==> config.mk <==
export PLATFORM = sky130hd
export DESIGN_NAME = addc_unit
export DESIGN_NICKNAME = d
export VERILOG_FILES = /design/src/rtl/addc_pkg.sv /design/src/rtl/addc_operand_prep.sv /design/src/rtl/addc_seg_adder.sv /design/src/rtl/addc_flag_gen.sv /design/src/rtl/addc_unit.sv
export SDC_FILE = /design/constraint.sdc
export NUM_CORES = 1
export LEC_CHECK = 0
export ABC_CLOCK_PERIOD_IN_PS = 22700
export CORE_MARGIN = 2
export CORE_UTILIZATION = 52
export DETAILED_ROUTE_END_ITERATION = 7
export GPL_TIMING_DRIVEN = 0
export PLACE_DENSITY = 0.95
export SLEW_MARGIN = 20
export SYNTH_ARGS = -nofsm -noshare
export SYNTH_HDL_FRONTEND = slang
export SYNTH_HIERARCHICAL = 1
export SYNTH_SLANG_ARGS = --single-unit
export TNS_END_PERCENT = 5
==> constraint.sdc <==
create_clock -name clk -period 22.7 [get_ports clk]
set_input_delay 2.27 -clock clk [delete_from_list [all_inputs] [get_ports clk]]
set_output_delay 2.27 -clock clk [all_outputs]
set_load 0.05 [all_outputs]
==> src/rtl/addc_pkg.sv <==
package addc_pkg;
    localparam int unsigned DATA_W = 64;

    // Bit 0 selects an inverted second operand, bit 1 selects the stored carry as carry-in
    typedef enum logic [1:0] {
        OP_ADD = 2'b00,
        OP_SUB = 2'b01,
        OP_ADC = 2'b10,
        OP_SBC = 2'b11
    } addc_op_e;

    typedef struct packed {
        logic c;
        logic z;
        logic n;
        logic v;
    } addc_flags_t;
endpackage

==> src/rtl/addc_operand_prep.sv <==
module addc_operand_prep
    import addc_pkg::*;
#(
    parameter int unsigned W = DATA_W
) (
    input  addc_op_e       op,
    input  logic [W-1:0]   b_in,
    input  logic           carry_flag,
    output logic [W-1:0]   b_eff,
    output logic           cin
);
    always_comb begin
        b_eff = op[0] ? ~b_in : b_in;
        unique case (op)
            OP_ADD: cin = 1'b0;
            OP_SUB: cin = 1'b1;
            OP_ADC: cin = carry_flag;
            OP_SBC: cin = carry_flag;
            default: cin = 1'b0;
        endcase
    end
endmodule

==> src/rtl/addc_seg_adder.sv <==
module addc_seg_adder #(
    parameter int unsigned W   = 64,
    parameter int unsigned SEG = 16
) (
    input  logic [W-1:0] x,
    input  logic [W-1:0] y,
    input  logic         cin,
    output logic [W-1:0] sum,
    output logic         cout
);
    localparam int unsigned NSEG = W / SEG;

    logic [NSEG:0] cy;
    assign cy[0] = cin;

    for (genvar g = 0; g < NSEG; g++) begin : g_seg
        logic [SEG:0] part;
        assign part = {1'b0, x[g*SEG +: SEG]} + {1'b0, y[g*SEG +: SEG]}
                    + {{SEG{1'b0}}, cy[g]};
        assign sum[g*SEG +: SEG] = part[SEG-1:0];
        assign cy[g+1]           = part[SEG];
    end

    assign cout = cy[NSEG];

    initial begin
        seg_div_chk: assert (W % SEG == 0);
    end
endmodule

==> src/rtl/addc_flag_gen.sv <==
module addc_flag_gen
    import addc_pkg::*;
#(
    parameter int unsigned W = DATA_W
) (
    input  logic [W-1:0] x,
    input  logic [W-1:0] y_eff,
    input  logic [W-1:0] sum,
    input  logic         cout,
    output addc_flags_t  flags
);
    always_comb begin
        flags.c = cout;
        flags.z = (sum == '0);
        flags.n = sum[W-1];
        flags.v = (x[W-1] == y_eff[W-1]) && (sum[W-1] != x[W-1]);
    end
endmodule

==> src/rtl/addc_unit.sv <==
module addc_unit
    import addc_pkg::*;
#(
    parameter int unsigned W   = DATA_W,
    parameter int unsigned SEG = 16
) (
    input  logic         clk,
    input  logic         rst_n,
    input  logic         valid_i,
    input  logic [1:0]   op_i,
    input  logic         flag_we_i,
    input  logic [W-1:0] a_i,
    input  logic [W-1:0] b_i,
    output logic         valid_o,
    output logic [W-1:0] result_o,
    output logic         carry_o,
    output logic         zero_o,
    output logic         neg_o,
    output logic         ovf_o
);
    addc_op_e     op;
    addc_flags_t  flags_q;
    addc_flags_t  flags_d;
    logic [W-1:0] b_eff;
    logic         cin;
    logic [W-1:0] sum;
    logic         cout;
    logic [W-1:0] result_q;
    logic         valid_q;

    assign op = addc_op_e'(op_i);

    addc_operand_prep #(.W(W)) u_prep (
        .op         (op),
        .b_in       (b_i),
        .carry_flag (flags_q.c),
        .b_eff      (b_eff),
        .cin        (cin)
    );

    addc_seg_adder #(.W(W), .SEG(SEG)) u_add (
        .x    (a_i),
        .y    (b_eff),
        .cin  (cin),
        .sum  (sum),
        .cout (cout)
    );

    addc_flag_gen #(.W(W)) u_flags (
        .x     (a_i),
        .y_eff (b_eff),
        .sum   (sum),
        .cout  (cout),
        .flags (flags_d)
    );

    always_ff @(posedge clk or negedge rst_n) begin
        if (!rst_n) begin
            valid_q  <= 1'b0;
            result_q <= '0;
            flags_q  <= '0;
        end else begin
            valid_q <= valid_i;
            if (valid_i) begin
                result_q <= sum;
                if (flag_we_i) flags_q <= flags_d;
            end
        end
    end

    always_comb begin
        valid_o  = valid_q;
        result_o = result_q;
        carry_o  = flags_q.c;
        zero_o   = flags_q.z;
        neg_o    = flags_q.n;
        ovf_o    = flags_q.v;
    end


    valid_lat_chk: assert property (@(posedge clk) disable iff (!rst_n)
        valid_i |=> valid_o);

    result_hold_chk: assert property (@(posedge clk) disable iff (!rst_n)
        !valid_i |=> $stable(result_o));

    flags_hold_chk: assert property (@(posedge clk) disable iff (!rst_n)
        !(valid_i && flag_we_i) |=> $stable({carry_o, zero_o, neg_o, ovf_o}));

    zero_flag_chk: assert property (@(posedge clk) disable iff (!rst_n)
        (valid_i && flag_we_i) |=> (zero_o == (result_o == '0)));

    neg_flag_chk: assert property (@(posedge clk) disable iff (!rst_n)
        (valid_i && flag_we_i) |=> (neg_o == result_o[W-1]));

    sub_carry_chk: assert property (@(posedge clk) disable iff (!rst_n)
        (valid_i && flag_we_i && op_i == 2'b01) |=> (carry_o == ($past(a_i) >= $past(b_i))));

    add_carry_chk: assert property (@(posedge clk) disable iff (!rst_n)
        (valid_i && flag_we_i && op_i == 2'b00) |=> (carry_o == (result_o < $past(a_i))));
endmodule

==> results.ini <==
[status]
status = completed

[layout]
multi_input_area_um2 = 4550
area_growth_pct = 39.0
stdcell_area_um2 = 9160
nFillCells = 921
final_nets = 1062
diodes = 0
seq_area_um2 = 1730
drive_gt1_share_pct = 13.5

[synth]
synth-edff-count = 0
ys.flop_type = dfrtp_1
synth_warnings = 6
ys_ff_latch = 69
postSynthAreaPerCell_um2 = 10.2
synthDistinctLibCells = 60
async_flop_share_pct = 100
syn_nets = 849
netlist_area_um2 = 6590
syn_inst = 647
ys_seq_area_share_pct = 26.2

[sta]
slew_headroom_pct = 61.7
setup_viol = 0
timing.fmax_mhz = 90.6
hold-worst-slack_ns = 0.507
post-route-period-util_pct = 48.6
final-max-slew-violation-count = 0
min_period_ns = 11.03
skew_ns = 0.00751
hold_violations = 0
tightest_slew_ns = 0.573
grt_setup_unrepaired = false
fin_setup_tns_ns = 0

[pwr]
powerDensity_nw_per_um2 = 95.6
clockPowerShare_pct = 17.6
p_sw_mw = 0.388
p_int_mw = 0.487
p_leak_nw = 4.11
seqPwrFrac_pct = 22.3
total_power_mw = 0.876
comb_power_share_pct = 60.1
ir_worst_vdd_uv = 67.8
swShare_pct = 44.3

[routing]
ant_nets = 0
avgViaCountPerCell = 5.50
firstDrtPassIters = 5
route.top_layer_used = met4
vias = 5707
detail_route.wl_per_cell_um = 16.6
m1WireLength_um = 7280
drtIter0Drc = 418
drt_wl_total_um = 17200
wl_met2_um = 8690
wl_met3_um = 896
drcViolationCount = 0

[setup_path]
startpoint = b_i[0]
worstPathArrival_ns = 11.29
cp.depth = 40
worst-path-max-fanout = 4
regToRegSetupSlack_ns = 13.80
critPathMaxStageDelay_ns = 0.47
cp_top_family = adder cells
cp-end-kind = register
cp-start-kind = input pin
cp_num_buf_inv = 3
cp.required_ns = 22.96
rr_startpoint = carry_o$_DFFE_PN0P_
reg2reg_to = zero_o$_DFFE_PN0P_
timing_worst_setup_path_type = input pin to register
crit_slowest_cell = clkdlybuf4s50_1
r2r.worst_path.cells = 39
crit_path_end = zero_o$_DFFE_PN0P_
cp_common_cell = fa_1

[floorplanning]
core_area_um2 = 12500
die_width_um = 117
num_rows = 41
die_area_um2 = 13600
die_y_um = 117
start_util_pct = 52.6
io_pins = 203

[global_routing]
gr-usage-all-layers_pct = 24.9
grt_pass1_vias = 5643
grt_start_max_net_pins = 42
grt-ovfl-total = 0
grt_pass1_wl_um = 26800
antenna_found_initial = 0

[clock_tree]
cts_buffers = 9
postCtsSetupBuffers = 0
clkSlewWorstSetupHoldPaths_ns = 0.06
worstSkewPairLatency_ns = 0.32
cts_tree = yes
cts_num_sinks = 69
cts_root_buf = clkbuf_16
cts_buffer_depth = 2
cts.hold.buffers_added = 0
htreeDepth = 3
cts_resized = 0

[placement]
hpwl_um = 13900
gp_congestion = 0.884
port_buffers = 201
place_area_um2 = 8830

[job]
cap_violations = 0

[worst_hold_path]
hp-class = register to register

==> synthesized netlist by cell type (all sizes together), types with 3 or more instances <==
master | number | area (µm²)
xor2 | 77 | 674
dfrtp | 69 | 1730
mux2 | 69 | 980
ha | 60 | 751
a21oi | 46 | 238
inv | 34 | 128
nor2 | 33 | 124
xnor2 | 33 | 289
nand2 | 24 | 92.6
o21ai | 22 | 118
nor4 | 21 | 163
buf | 16 | 181
a21o | 15 | 113
o21a | 15 | 113
a31oi | 11 | 68.8
nor2b | 11 | 68.8
fa | 8 | 160
nand4 | 8 | 50.1
and3 | 7 | 43.8
nor3 | 7 | 35.0
and2 | 5 | 31.3
nand2b | 5 | 31.3
nand3 | 5 | 25.0
o31a | 5 | 43.8
or3 | 4 | 25.0
o21bai | 3 | 26.3
==> area by class of cell <==
cell class / count / area share [%]
plain buffers: 18 / 2.06
clock buffers: 13 / 2.84
clock inverters: 3 / 0.737
inverters: 34 / 1.39
multi-input cells: 526 / 49.6
flip-flops and latches: 69 / 18.8
well taps: 172 / 2.35
repair buffers: 202 / 22.1
==> through the flow <==
step	util [%]	std cells	worst slack, ns
2_1_floorplan	-	647	12.87
3_3_place_gp	70.4	1020	11.55
5_1_grt	73.2	1037	10.99
6_report	73.2	1037	11.67
3_5_place_dp	70.6	1021	11.46
4_1_cts	73.2	1037	11.76
==> flip-flops by register name, summed over array words and instances (netlist names) <==
register	count
valid_o	1
ovf_o	1
neg_o	1
carry_o	1
result_o	64
zero_o	1
==> kinds of logic after synthesis <==
group	count (synthesis)	synth area share (%)
mux	69	14.9
compound gates	140	14.1
simple gates	139	11.5
buf+inv	52	4.80
flops	69	26.2
fa+ha+maj	68	13.8
xor+xnor	110	14.6
==> cells in the final DEF, fill, tap and decap left out, drive strengths merged, types with 7 or more instances in the layout <==
master         netlist  final
o21a                15     15
fa                   8      8
nor4                21     21
nor2b               11     11
a21o                15     15
a21oi               46     46
nor2                33     33
xor2                77     77
buf                 16     18
ha                  60     60
nand2               24     24
xnor2               33     33
o21ai               22     22
clkbuf               2     15
mux2                69     69
inv                 34     34
clkdlybuf4s50        0    200
and3                 7      7
nor3                 7      7
a31oi               11     11
nand4                8      8
dfrtp               69     69
==> how the worst min path moves through the flow <==
stage	slack, ns	endpoint	depth (start not counted)	startpoint
final	0.51	result_o[0]$_DFFE_PN0P_	1	result_o[0]$_DFFE_PN0P_
after global routing	0.52	result_o[40]$_DFFE_PN0P_	1	result_o[40]$_DFFE_PN0P_
after CTS	0.51	result_o[0]$_DFFE_PN0P_	1	result_o[0]$_DFFE_PN0P_
after detailed placement	0.49	result_o[48]$_DFFE_PN0P_	1	result_o[48]$_DFFE_PN0P_
after global placement	0.49	result_o[34]$_DFFE_PN0P_	1	result_o[34]$_DFFE_PN0P_
after floorplan	0.86	neg_o$_DFFE_PN0P_	1	neg_o$_DFFE_PN0P_
==> routing by layer <==
| metal | vias up | track usage [%] |
|---|---|---|
| met5 | - | 0 |
| li1 | 2761 | - |
| met2 | 215 | 45.0 |
| met4 | 0 | 7.06 |
| met1 | 2706 | 31.2 |
| met3 | 25 | 3.43 |
==> power by group through the flow <==
stage	combinational [mW]	sequential (mW)	clock, mW
after floorplan	0.200	0.348	0
after global placement	0.512	0.195	0
after detailed placement	0.524	0.195	0
after CTS	0.526	0.195	0.156
after global routing	0.555	0.200	0.162
final	0.526	0.195	0.154
No activity file was read; power rests on OpenSTA's default activity.
